==> src/rtl/isa_split_pkg.sv <==
package isa_split_pkg;

   typedef enum logic [1:0] {
      SPL_IDLE = 2'd0,
      SPL_ADDR = 2'd1,
      SPL_STRB = 2'd2,
      SPL_GAP  = 2'd3
   } spl_state_e;

   function automatic int max_of(input int a, input int b);
      return (a > b) ? a : b;
   endfunction

endpackage

==> src/rtl/isa_split_seq.sv <==
module isa_split_seq
   import isa_split_pkg::*;
#(
   parameter int STROBE_CLKS = 3,
   parameter int GAP_CLKS    = 1
) (
   input  logic       clk,
   input  logic       rst_n,
   input  logic       start_i,
   input  logic       io16_hit_i,
   output spl_state_e state_o,
   output logic       second_o,
   output logic       wide_o,
   output logic       cap_first_o,
   output logic       done_o
);

   localparam int CNT_MAX = max_of(STROBE_CLKS, GAP_CLKS);
   localparam int CNT_W   = $clog2(CNT_MAX + 1);
   localparam logic [CNT_W-1:0] STRB_LAST = CNT_W'(STROBE_CLKS - 1);
   localparam logic [CNT_W-1:0] GAP_LAST  = CNT_W'(GAP_CLKS - 1);

   spl_state_e       state_q;
   logic [CNT_W-1:0] cnt_q;
   logic             second_q;
   logic             wide_q;
   logic             strb_end;

   assign strb_end = (state_q == SPL_STRB) && (cnt_q == STRB_LAST);

   always_ff @(posedge clk or negedge rst_n) begin
      if (!rst_n) begin
         state_q  <= SPL_IDLE;
         cnt_q    <= '0;
         second_q <= 1'b0;
         wide_q   <= 1'b0;
      end else begin
         case (state_q)
            SPL_IDLE: begin
               if (start_i) begin
                  state_q  <= SPL_ADDR;
                  second_q <= 1'b0;
               end
            end
            SPL_ADDR: begin
               // single sample point: one clock after the address is driven
               wide_q  <= io16_hit_i;
               cnt_q   <= '0;
               state_q <= SPL_STRB;
            end
            SPL_STRB: begin
               if (cnt_q == STRB_LAST) begin
                  cnt_q <= '0;
                  if (wide_q || second_q) begin
                     state_q <= SPL_IDLE;
                  end else begin
                     state_q  <= SPL_GAP;
                     second_q <= 1'b1;
                  end
               end else begin
                  cnt_q <= cnt_q + CNT_W'(1);
               end
            end
            SPL_GAP: begin
               if (cnt_q == GAP_LAST) begin
                  cnt_q   <= '0;
                  state_q <= SPL_STRB;
               end else begin
                  cnt_q <= cnt_q + CNT_W'(1);
               end
            end
            default: state_q <= SPL_IDLE;
         endcase
      end
   end

   assign state_o     = state_q;
   assign second_o    = second_q;
   assign wide_o      = wide_q;
   assign cap_first_o = strb_end && !second_q;
   assign done_o      = strb_end && (wide_q || second_q);

endmodule

==> src/rtl/isa_split_addr.sv <==
module isa_split_addr #(
   parameter int ADDR_W = 16
) (
   input  logic              clk,
   input  logic              rst_n,
   input  logic              load_i,
   input  logic [ADDR_W-1:0] base_i,
   input  logic              second_i,
   output logic [ADDR_W-1:0] addr_o
);

   logic [ADDR_W-1:0] base_q;

   always_ff @(posedge clk or negedge rst_n) begin
      if (!rst_n) begin
         base_q <= '0;
      end else if (load_i) begin
         base_q <= base_i;
      end
   end

   // base+1 wraps modulo 2^ADDR_W
   assign addr_o = base_q + ADDR_W'(second_i);

endmodule

==> src/rtl/isa_split_asm.sv <==
module isa_split_asm #(
   parameter int LANE_W = 8
) (
   input  logic                clk,
   input  logic                rst_n,
   input  logic                cap_first_i,
   input  logic                done_i,
   input  logic                wide_i,
   input  logic [2*LANE_W-1:0] bus_data_i,
   output logic [2*LANE_W-1:0] rdata_o
);

   localparam int NUM_LANES = 2;

   logic [LANE_W-1:0] lo_hold_q;
   logic [LANE_W-1:0] low_lane;

   assign low_lane = bus_data_i[LANE_W-1:0];

   always_ff @(posedge clk or negedge rst_n) begin
      if (!rst_n) begin
         lo_hold_q <= '0;
      end else if (cap_first_i) begin
         lo_hold_q <= low_lane;
      end
   end

   for (genvar g = 0; g < NUM_LANES; g++) begin : g_lane
      logic [LANE_W-1:0] lane_q;
      logic [LANE_W-1:0] lane_nxt;

      if (g == 0) begin : g_low
         assign lane_nxt = wide_i ? bus_data_i[LANE_W-1:0] : lo_hold_q;
      end else begin : g_high
         assign lane_nxt = wide_i ? bus_data_i[2*LANE_W-1:LANE_W] : low_lane;
      end

      always_ff @(posedge clk or negedge rst_n) begin
         if (!rst_n) begin
            lane_q <= '0;
         end else if (done_i) begin
            lane_q <= lane_nxt;
         end
      end

      assign rdata_o[g*LANE_W +: LANE_W] = lane_q;
   end

endmodule

==> src/rtl/isa_rd_splitter.sv <==
module isa_rd_splitter
   import isa_split_pkg::*;
#(
   parameter int ADDR_W          = 16,
   parameter int LANE_W          = 8,
   parameter int STROBE_CLKS     = 3,
   parameter int GAP_CLKS        = 1,
   parameter bit IO16_ACTIVE_LOW = 1'b1
) (
   input  logic                clk,
   input  logic                rst_n,
   input  logic                cpu_req,
   input  logic [ADDR_W-1:0]   cpu_addr,
   output logic [2*LANE_W-1:0] cpu_rdata,
   output logic                cpu_ready,
   output logic [ADDR_W-1:0]   bus_addr,
   output logic                bus_ior_n,
   input  logic [2*LANE_W-1:0] bus_data,
   input  logic                bus_io16
);

   localparam int LO_RUN_W = $clog2(STROBE_CLKS + 1) + 1;
   localparam int HI_RUN_W = $clog2(GAP_CLKS + 1) + 1;

   if (STROBE_CLKS < 1) begin : g_bad_strobe
      $error("STROBE_CLKS must be at least 1");
   end
   if (GAP_CLKS < 1) begin : g_bad_gap
      $error("GAP_CLKS must be at least 1");
   end
   if (LANE_W < 1) begin : g_bad_lane
      $error("LANE_W must be at least 1");
   end
   if (ADDR_W < 2) begin : g_bad_addr
      $error("ADDR_W must be at least 2");
   end

   spl_state_e state;
   logic       second;
   logic       wide;
   logic       cap_first;
   logic       done;
   logic       start;
   logic       io16_hit;

   if (IO16_ACTIVE_LOW) begin : g_io16_low
      assign io16_hit = !bus_io16;
   end else begin : g_io16_high
      assign io16_hit = bus_io16;
   end

   assign start = cpu_req && (state == SPL_IDLE);

   isa_split_seq #(
      .STROBE_CLKS (STROBE_CLKS),
      .GAP_CLKS    (GAP_CLKS)
   ) i_seq (
      .clk         (clk),
      .rst_n       (rst_n),
      .start_i     (start),
      .io16_hit_i  (io16_hit),
      .state_o     (state),
      .second_o    (second),
      .wide_o      (wide),
      .cap_first_o (cap_first),
      .done_o      (done)
   );

   isa_split_addr #(
      .ADDR_W (ADDR_W)
   ) i_addr (
      .clk      (clk),
      .rst_n    (rst_n),
      .load_i   (start),
      .base_i   (cpu_addr),
      .second_i (second),
      .addr_o   (bus_addr)
   );

   isa_split_asm #(
      .LANE_W (LANE_W)
   ) i_asm (
      .clk         (clk),
      .rst_n       (rst_n),
      .cap_first_i (cap_first),
      .done_i      (done),
      .wide_i      (wide),
      .bus_data_i  (bus_data),
      .rdata_o     (cpu_rdata)
   );

   always_ff @(posedge clk or negedge rst_n) begin
      if (!rst_n) begin
         cpu_ready <= 1'b0;
      end else begin
         cpu_ready <= done;
      end
   end

   assign bus_ior_n = (state != SPL_STRB);

   // run-length counters of the strobe line, used by the checks below
   logic [LO_RUN_W-1:0] lo_run_q;
   logic [HI_RUN_W-1:0] hi_run_q;

   always_ff @(posedge clk or negedge rst_n) begin
      if (!rst_n) begin
         lo_run_q <= '0;
         hi_run_q <= '0;
      end else if (bus_ior_n) begin
         lo_run_q <= '0;
         if (hi_run_q != {HI_RUN_W{1'b1}}) hi_run_q <= hi_run_q + HI_RUN_W'(1);
      end else begin
         hi_run_q <= '0;
         if (lo_run_q != {LO_RUN_W{1'b1}}) lo_run_q <= lo_run_q + LO_RUN_W'(1);
      end
   end

   assert_strobe_len_R8: assert property (@(posedge clk) disable iff (!rst_n)
      $rose(bus_ior_n) |-> (lo_run_q == LO_RUN_W'(STROBE_CLKS)));

   assert_split_gap_R9: assert property (@(posedge clk) disable iff (!rst_n)
      ($fell(bus_ior_n) && second) |-> (hi_run_q == HI_RUN_W'(GAP_CLKS)));

   assert_ready_pulse_R10: assert property (@(posedge clk) disable iff (!rst_n)
      cpu_ready |=> !cpu_ready);

   assert_ready_bus_idle_R10: assert property (@(posedge clk) disable iff (!rst_n)
      cpu_ready |-> bus_ior_n);

   assert_addr_stable_R4: assert property (@(posedge clk) disable iff (!rst_n)
      (!bus_ior_n && !$past(bus_ior_n)) |-> $stable(bus_addr));

endmodule

==> config.mk <==
export PLATFORM = sky130hd
export DESIGN_NAME = isa_rd_splitter
export DESIGN_NICKNAME = d
export VERILOG_FILES = /design/src/rtl/isa_split_pkg.sv /design/src/rtl/isa_split_seq.sv /design/src/rtl/isa_split_addr.sv /design/src/rtl/isa_split_asm.sv /design/src/rtl/isa_rd_splitter.sv
export SDC_FILE = /design/constraint.sdc
export NUM_CORES = 1
export LEC_CHECK = 0
export BUFFER_PORTS_ARGS = -buffer_cell sky130_fd_sc_hd__buf_2
export CAP_MARGIN = 20
export CORE_AREA = 2 2 81 83
export DETAILED_ROUTE_END_ITERATION = 8
export DIE_AREA = 0 0 83 85
export SLEW_MARGIN = 20
export SYNTH_ARGS = -nofsm -noshare
export SYNTH_HDL_FRONTEND = slang
export SYNTH_SLANG_ARGS = --single-unit
==> constraint.sdc <==
create_clock -name clk -period 2.5 [get_ports clk]
set_clock_uncertainty 0.05 [all_clocks]
set_input_delay 0.375 -clock clk [delete_from_list [all_inputs] [get_ports clk]]
set_output_delay 0.375 -clock clk [all_outputs]
set_load 0.02 [all_outputs]
==> results.json <==
{
  "status": "complete, but fails checks",
  "violations": "negative hold slack",
  "r2r_cells": 3,
  "cts_root_buf": "clkbuf_8",
  "cap_violations": 0,
  "top_level_ports": 70,
  "die_area_sq_um": 7060,
  "overflow": 0,
  "gp_congestion": 0.772,
  "synth_area_per_cell_sq_um": 12.1,
  "cts_tree": "yes",
  "setup_viol": 0,
  "cts_inserted_buffers": 5,
  "r2r-end": "i_addr.base_q[7]",
  "synth-simple-area-share": 0.129,
  "dp_cells": 339,
  "ant_nets": 0,
  "multiInputGateArea_sq_um": 1150,
  "fillers": 613,
  "finalCriticalPeriod_ns": 2.31,
  "final_max_slew_viol_count": 0,
  "syn_to_final_growth_pct": 22.6,
  "synth_top_family_by_area": "multiplexers",
  "final_net_count": 313,
  "synth_area_leaders": "dfrtp_1, mux2i_1, mux2_2, mux2_4, ha_1",
  "synth_cell_type_count": 32,
  "antenna_cells": 0,
  "yosysSeqAreaShare": 0.490,
  "p_sw_mw": 1.62,
  "clkPwrFrac": 0.144,
  "p_sw_frac": 0.417,
  "cts_max_level": 2,
  "synthTopCellsByCount": "dfrtp_1, mux2i_1, nor2_1, a21oi_1, mux2_2",
  "clock-sinks": 47,
  "worstSetupEndpointType": "output pin",
  "die_w_microns": 83,
  "synth-compound-area-share": 0.0510,
  "avgViaCountPerCell": 4.86,
  "yosys.area.top_type_share": 0.490,
  "worstSetupPathType": "flip-flop to output pin",
  "dr.pass1.iters": 4,
  "fmax_mhz": 433,
  "stdcell_area_sq_um": 2950,
  "crit_arrival_ns": 1.88,
  "cts_resized": 0,
  "post_synth_instance_area_sq_um": 2400,
  "netlist_instances": 198,
  "portBuffers": 69,
  "worstPathMaxFanout": 5,
  "syn_nets": 242,
  "p_leak_nw": 1.41,
  "power_frac_seq": 0.390,
  "synthMuxAreaShare": 0.206,
  "power.internal_mw": 2.27,
  "relSlewSlack": 0.643,
  "start_util": 0.387,
  "r2r_start": "i_seq.state_o[1]",
  "cp-start-kind": "flip-flop",
  "synth_seq_cells": 47,
  "synth_edf_count": 0,
  "clockBufferDepth": 2,
  "place_area_sq_um": 2830,
  "antenna_found_initial": 0,
  "grt_pass1_wl_mm": 8.18,
  "grt_pass1_vias": 1677,
  "rsz0062_at_grt": "false",
  "worst_pin_slew_ns": 0.536,
  "peakVddDrop_mv": 0.602,
  "post_cts_buffers": 0,
  "wl_mm": 4.91,
  "grt_start_max_net_pins": 34,
  "rows": 29,
  "chipHeight_microns": 85,
  "wl_per_cell_microns": 14.1,
  "yosysMostFrequentCell": "dfrtp_1",
  "synthFlopType": "dfrtp_1",
  "yosys_warnings": 0,
  "grtUsageTotal": 0.144,
  "fin_hold_ws_ns": -0.000845,
  "clk_pin_slew_ns": 0.09,
  "timing.final.crit_share": 0.923,
  "cts_hold_buf": 0,
  "postSynth.asyncResetShare": 1.00,
  "drt_iter0_drc": 26,
  "finalNonFillerCells": 347,
  "clk_latency_ns": 0.29,
  "route.detailed.drc": 0,
  "dpl.hpwl_mm": 3.67,
  "p_per_area_nw_per_um2": 1320,
  "finalHoldViolations": 1,
  "drive_above_1_share": 0.422,
  "area.sequential_sq_um": 1180,
  "worstPathRequired_ns": 2.08,
  "min_path_type": "input pin to asynchronous set/reset pin",
  "yosys.area_share.adder": 0.0417,
  "comb_power_share": 0.466,
  "vias": 1685,
  "synth_xor_area_frac": 0.0510,
  "power_mw": 3.89,
  "rrSetupSlack_ns": 0.72,
  "fp.coreArea_sq_um": 6200,
  "synth_top_cell_by_area": "dfrtp_1",
  "fin_setup_tns_ns": 0
}
-- power groups by stage --
| stage | combinational, mW | sequential (mW) | clock (mW) |
|---|---|---|---|
| after floorplan | 1.26 | 1.58 | 0 |
| after global placement | 1.81 | 1.52 | 0 |
| after detailed placement | 1.84 | 1.53 | 0 |
| after CTS | 1.84 | 1.52 | 0.581 |
| after global routing | 1.98 | 1.58 | 0.611 |
| final | 1.81 | 1.52 | 0.559 |
-- state kept, by name (all words and copies together) (netlist names) --
register,cells
i_seq.state_o,2
i_addr.base_q,16
i_seq.wide_o,1
i_seq.cnt_q,2
i_seq.second_o,1
i_asm.g_lane.lane_q,16
cpu_ready,1
i_asm.lo_hold_q,8
-- worst max-delay path: stages, from the launching register on --
cell	delay, ns
dfrtp_1	0.41
ha_1	0.20
ha_1	0.22
nand3_1	0.14
nor4_1	0.25
xor2_1	0.18
buf_2	0.18
-- metal layers --
layer,routed length [microns],track usage,part of all wire,up-vias
met3,325,0.0389,0.066,5
met1,2270,0.195,0.46,790
met5,0,0,0,-
met4,37,0.0402,0.0075,0
met2,2270,0.230,0.46,55
li1,-,-,-,835
-- metrics by stage --
stage,util,setup slack [ns]
detailed placement,0.457,0.501
global route,0.475,0.000488
finish,0.475,0.191
global placement,0.457,0.579
floorplan,-,0.574
CTS,0.475,0.165
-- cell usage in the layout (no fill, tap or decap), types with 2 or more instances in the layout --
master / synthesis / routed
mux2_2: 15 / 15
xor2_1: 8 / 8
buf_12: 0 / 2
nand4_1: 3 / 3
nor3_1: 3 / 3
mux2i_1: 19 / 19
nand3_1: 10 / 10
ha_1: 8 / 8
nand2_1: 3 / 3
xnor2_1: 6 / 6
mux2_4: 9 / 9
o21ai_0: 4 / 4
inv_1: 3 / 3
a21oi_1: 16 / 16
nor2_1: 19 / 19
buf_2: 5 / 69
dfrtp_1: 47 / 47
buf_4: 1 / 2
nand2b_1: 2 / 2
clkbuf_8: 0 / 5
nor2_2: 2 / 2
-- cells by family (layout without fill, tap and decap cells) --
kind of cell | Yosys count | count (layout)
AND/OR/NAND/NOR | 51 | 51
buffers and inverters | 12 | 84
adder cells (fa/ha/maj) | 8 | 8
flip-flops | 47 | 47
AO/OA/AOI/OAI | 23 | 23
XOR/XNOR | 14 | 14
multiplexers | 43 | 43
-- worst max path at each step --
stage | from | endpoint | slack [ns] | cells past startpoint
floorplan | i_seq.second_o | bus_addr[10] | 0.57 | 6
global placement | i_seq.second_o | bus_addr[10] | 0.58 | 7
detailed placement | i_seq.second_o | bus_addr[14] | 0.50 | 6
CTS | i_seq.second_o | bus_addr[14] | 0.16 | 6
global route | i_seq.second_o | bus_addr[14] | 0.0005 | 6
finish | i_seq.second_o | bus_addr[14] | 0.19 | 6
-- final cells by class --
| type | count | area share |
|---|---|---|
| Sequential cell | 47 | 0.399 |
| Multi-Input combinational cell | 139 | 0.390 |
| Timing Repair Buffer | 73 | 0.136 |
| Tap cell | 77 | 0.0327 |
| Clock buffer | 5 | 0.0234 |
| Clock inverter | 3 | 0.0149 |
| Inverter | 3 | 0.00382 |
Power figures use the tool's default switching activity.
